==> config.mk <==
export PLATFORM = sky130hd
export DESIGN_NAME = xirq_top
export DESIGN_NICKNAME = d
export VERILOG_FILES = /design/src/rtl/xirq_pkg.sv /design/src/rtl/xirq_ctrl.sv /design/src/rtl/xirq_datapath.sv /design/src/rtl/xirq_top.sv
export SDC_FILE = /design/constraint.sdc
export NUM_CORES = 1
export LEC_CHECK = 0
export BUFFER_PORTS_ARGS = -buffer_cell sky130_fd_sc_hd__buf_2
export CAP_MARGIN = 20
export CORE_ASPECT_RATIO = 0.7
export CORE_MARGIN = 2
export CORE_UTILIZATION = 50
export DETAILED_ROUTE_END_ITERATION = 10
export GPL_TIMING_DRIVEN = 0
export HOLD_SLACK_MARGIN = 0.03
export PLACE_DENSITY = 0.91
export SLEW_MARGIN = 15
export SYNTH_ARGS = -nofsm -noshare
export SYNTH_HDL_FRONTEND = slang
export SYNTH_SLANG_ARGS = --single-unit
==> constraint.sdc <==
create_clock -name clk -period 2.8 [get_ports clk]
set_input_delay 0.28 -clock clk [delete_from_list [all_inputs] [get_ports clk]]
set_output_delay 0.28 -clock clk [all_outputs]
set_load 0.05 [all_outputs]
==> src/rtl/xirq_pkg.sv <==
package xirq_pkg;
  localparam int NUM_SRC        = 6;
  localparam int MODE_W         = 2;
  localparam int MODES_PER_WORD = 4;
  localparam int CLR_POS [NUM_SRC] = '{17, 20, 21, 22, 23, 24};

  typedef enum logic [MODE_W-1:0] {
    TRIG_HIGH = 2'b00,
    TRIG_LOW  = 2'b01,
    TRIG_RISE = 2'b10,
    TRIG_FALL = 2'b11
  } trigMode_e;

  typedef struct packed {
    logic [NUM_SRC-1:0] clrHit;
    logic [NUM_SRC-1:0] modeChg;
  } strobe_t;
endpackage

==> src/rtl/xirq_ctrl.sv <==
module xirq_ctrl
  import xirq_pkg::*;
#(
  parameter int DATA_W    = 32,
  parameter int ADDR_W    = 2,
  parameter int MODE_ADDR = 0,
  parameter int CLR_ADDR  = 2
) (
  input  logic                           clk,
  input  logic                           rstN,
  input  logic                           wrEn,
  input  logic [ADDR_W-1:0]              addr,
  input  logic [DATA_W-1:0]              wrData,
  output logic [DATA_W-1:0]              rdData,
  output logic [NUM_SRC-1:0][MODE_W-1:0] modeVec,
  output strobe_t                        strb
);
  logic clrSel;
  logic unusedWr;

  assign clrSel   = wrEn && (addr == ADDR_W'(CLR_ADDR));
  assign unusedWr = ^wrData;

  for (genvar i = 0; i < NUM_SRC; i++) begin : g_fld
    localparam int WORD = i / MODES_PER_WORD;
    localparam int LSB  = (i % MODES_PER_WORD) * MODE_W;
    logic              fieldWr;
    logic [MODE_W-1:0] fieldNew;
    logic [MODE_W-1:0] fieldQ;

    assign fieldWr  = wrEn && (addr == ADDR_W'(MODE_ADDR + WORD));
    assign fieldNew = wrData[LSB +: MODE_W];

    always_ff @(posedge clk or negedge rstN) begin
      if (!rstN)        fieldQ <= TRIG_HIGH;
      else if (fieldWr) fieldQ <= fieldNew;
    end

    assign modeVec[i]      = fieldQ;
    assign strb.modeChg[i] = fieldWr && (fieldNew != fieldQ);
    assign strb.clrHit[i]  = clrSel && wrData[CLR_POS[i]];
  end

  always_comb begin
    rdData = '0;
    for (int i = 0; i < NUM_SRC; i++) begin
      if (addr == ADDR_W'(MODE_ADDR + i / MODES_PER_WORD))
        rdData[(i % MODES_PER_WORD) * MODE_W +: MODE_W] = modeVec[i];
    end
  end
endmodule

==> src/rtl/xirq_datapath.sv <==
module xirq_datapath
  import xirq_pkg::*;
#(
  parameter int SYNC_STAGES = 2
) (
  input  logic                           clk,
  input  logic                           rstN,
  input  logic [NUM_SRC-1:0]             rawIrq,
  input  logic [NUM_SRC-1:0][MODE_W-1:0] modeVec,
  input  strobe_t                        strb,
  output logic [NUM_SRC-1:0]             edgeHit,
  output logic [NUM_SRC-1:0]             irqOut
);
  for (genvar i = 0; i < NUM_SRC; i++) begin : g_src
    logic [SYNC_STAGES-1:0] syncQ;
    logic                   prevQ;
    logic                   pendQ;
    logic                   lineNow;
    logic                   isEdge;
    logic                   activeLow;

    assign lineNow   = syncQ[SYNC_STAGES-1];
    assign isEdge    = modeVec[i][1];
    assign activeLow = modeVec[i][0];

    always_ff @(posedge clk or negedge rstN) begin
      if (!rstN) begin
        syncQ <= '0;
        prevQ <= 1'b0;
      end else begin
        syncQ <= {syncQ[SYNC_STAGES-2:0], rawIrq[i]};
        prevQ <= lineNow;
      end
    end

    assign edgeHit[i] = isEdge && (activeLow ? (prevQ && !lineNow) : (!prevQ && lineNow));

    always_ff @(posedge clk or negedge rstN) begin
      if (!rstN)                 pendQ <= 1'b0;
      else if (strb.modeChg[i])  pendQ <= 1'b0;
      else if (edgeHit[i])       pendQ <= 1'b1;
      else if (strb.clrHit[i])   pendQ <= 1'b0;
    end

    assign irqOut[i] = isEdge ? pendQ : (lineNow ^ activeLow);
  end
endmodule

==> src/rtl/xirq_top.sv <==
module xirq_top
  import xirq_pkg::*;
#(
  parameter int DATA_W      = 32,
  parameter int ADDR_W      = 2,
  parameter int SYNC_STAGES = 2,
  parameter int MODE_ADDR   = 0,
  parameter int CLR_ADDR    = 2
) (
  input  logic               clk,
  input  logic               rstN,
  input  logic               wrEn,
  input  logic [ADDR_W-1:0]  addr,
  input  logic [DATA_W-1:0]  wrData,
  output logic [DATA_W-1:0]  rdData,
  input  logic [NUM_SRC-1:0] rawIrq,
  output logic [NUM_SRC-1:0] irqOut
);
  logic [NUM_SRC-1:0][MODE_W-1:0] modeVec;
  strobe_t                        strb;
  logic [NUM_SRC-1:0]             edgeHit;

  xirq_ctrl #(
    .DATA_W(DATA_W), .ADDR_W(ADDR_W), .MODE_ADDR(MODE_ADDR), .CLR_ADDR(CLR_ADDR)
  ) ctrl_i (
    .clk(clk), .rstN(rstN), .wrEn(wrEn), .addr(addr), .wrData(wrData),
    .rdData(rdData), .modeVec(modeVec), .strb(strb)
  );

  xirq_datapath #(
    .SYNC_STAGES(SYNC_STAGES)
  ) dp_i (
    .clk(clk), .rstN(rstN), .rawIrq(rawIrq), .modeVec(modeVec), .strb(strb),
    .edgeHit(edgeHit), .irqOut(irqOut)
  );
endmodule

==> metrics.cfg <==
[timing]
fin_crit_ns=1.71
holdWs_ns=0.0665
slew_violations=0
worst_slew_pin_slew_ns=0.756
fin_crit_sh_pct=61.0
rsz0062_at_grt=false
slew_headroom_pct=49.6
finalSetupViolations=0
hold_viol=0
fmax_mhz=586
tns_ns=0
clock_skew_ns=0.00198

[worst_setup_path]
reg2reg_from=ctrl_i.g_fld[3].fieldQ[0]$_DFFE_PN0P_
worstRegToRegCells=3
path_class=reg -> out
reg2reg_to=dp_i.g_src[3].pendQ$_DFFE_PN0P_
r2r_slack_ns=1.73
critPathLaunchType=flip-flop
cp.required_ns=2.52
crit_arrival_ns=1.43
endpoint_kind=output port
crit_path_max_fanout=6

[clock_tree]
cts_buffers=5
clk_path_buf_depth=2
hold_buffers=0
cts_tree=yes
insertion_delay_ns=0.28
postCtsSetupBuffers=0
clock_sinks=36
htreeDepth=2
ctsResizeCount=0
cts-root-buf=clkbuf_8
path_clk_slew_ns=0.06

[layout]
syn2layout_area_growth_pct=22.2
finalNetCount=273
diodes=0
drive_above_1_share_pct=35.7

[synth]
ys_ff_latch=36
ys_types=18
yosysWarnings=0
syn_inst=164
ys_seq_area_share_pct=49.2
synth.cell_area_um2=1830
postSynthAreaPerCell_um2=11.2

[pwr]
peakVddDrop_mv=0.426
power_density_nw_per_um2=690
leakagePower_nw=1.13

[global_routing]
grt-ovfl-total=0
grt_pass1_vias=1172
grt_max_degree=37
gr-usage-all-layers_pct=17.8
grt_first_pass_wirelength_um=5500
antenna_found_initial=0

[place]
numPortBuffers=36
gp_congestion=0.783
dpl.hpwl_um=2560

[routing]
dr_total_vias=1263
ant_nets=0
dr.first_iter.drc_count=48
wire_per_inst_um=12.0
routed_wl_um=3370
routed_via_density=4.51
drc=0
first_pass_iters=4

[worst_hold_path]
min_path_type=in -> async

[die]
core_area_um2=3510
die_x_um=76.3
die_y_um=54.6
die_area_um2=4170
start_util_pct=52.1
ios=81
rows=18

[run]
maxCapViolations=0

[outcome]
status=complete, no violations

logic make-up after synthesis:
| kind of cell | count (synthesis) | synth area share [%] |
|---|---|---|
| other cells | 1 | 0.205 |
| flops | 36 | 49.2 |
| compound gates | 30 | 8.20 |
| simple gates | 36 | 11.5 |
| xor+xnor | 18 | 8.61 |
| mux | 16 | 10.8 |
| buf+inv | 27 | 11.5 |
metal layers:
metal	global-route usage, %	vias up	wire length, um
met1	21.0	593	1530
met2	32.4	32	1660
met5	0	-	0
met4	6.36	0	29
met3	5.12	5	150
li1	-	633	-
worst max-delay path, stage by stage, from the launching register on:
cell	delay, ns
dfrtp_1	0.45
xnor2_1	0.16
o21ai_0	0.23
buf_2	0.31
cell type report:
cell class                      instances  area (um^2)
Fill cell                             301         1270
Timing Repair Buffer                   36          180
Multi-Input combinational cell        124          807
Sequential cell                        36          901
Clock buffer                            6         72.6
Buffer                                 27          210
Tap cell                               50         62.6
Clock inverter                          1         5.00
power by group:
group	internal [mW]	switching [mW]	total, mW
clock	0.169	0.164	0.333
sequential	0.598	0.0824	0.681
combinational	0.189	0.342	0.531
flip-flops by register name (all words and copies together) (netlist names):
register             count
ctrl_i.g_fld.fieldQ     12
dp_i.g_src.prevQ         6
dp_i.g_src.pendQ         6
dp_i.g_src.syncQ        12
per-stage QoR:
step                total power [mW]  instances  area [um^2]  util (%)  setup slack, ns
finish                          1.54        280         2240      63.7             1.09
global placement                1.20        273         2160      61.5             1.38
global route                    1.63        280         2240      63.7             1.06
CTS                             1.56        280         2240      63.7             1.12
detailed placement              1.22        273         2160      61.5             1.37
floorplan                       1.10        187         1920         -            0.878
cells in the mapped netlist (all sizes together):
master / instances / area, um^2
conb: 1 / 3.75
nand2b: 1 / 6.26
nor3b: 6 / 45.0
and2: 4 / 25.0
xnor2: 18 / 158
mux2i: 4 / 40.0
nor2: 5 / 18.8
nand2: 12 / 45.0
o21ai: 18 / 90.1
a21oi: 12 / 60.1
nand3b: 1 / 7.51
or3b: 1 / 11.3
buf: 27 / 210
dfrtp: 36 / 901
and3b: 6 / 52.6
mux2: 12 / 158
layout by cell type, fill, tap and decap left out, types with 2 or more instances in the layout:
master / n
a21oi_1: 12
and2_1: 4
and3b_1: 6
buf_2: 36
buf_4: 25
buf_6: 2
clkbuf_8: 5
conb_1: 24
dfrtp_1: 36
mux2_2: 6
mux2_4: 6
mux2i_1: 4
nand2_1: 12
nor2_1: 5
nor3b_1: 6
o21ai_0: 18
xnor2_1: 18
worst max-delay path by stage:
stage | to | start
CTS | irqOut[1] | ctrl_i.g_fld[1].fieldQ[0]$_DFFE_PN0P_
finish | irqOut[1] | ctrl_i.g_fld[1].fieldQ[0]$_DFFE_PN0P_
detailed placement | ctrl_i.g_fld[0].fieldQ[0]$_DFFE_PN0P_ | addr[1]
global route | irqOut[1] | ctrl_i.g_fld[1].fieldQ[0]$_DFFE_PN0P_
global placement | ctrl_i.g_fld[3].fieldQ[1]$_DFFE_PN0P_ | addr[1]
floorplan | irqOut[0] | ctrl_i.g_fld[0].fieldQ[0]$_DFFE_PN0P_
No activity file was read; power rests on OpenSTA's default activity.
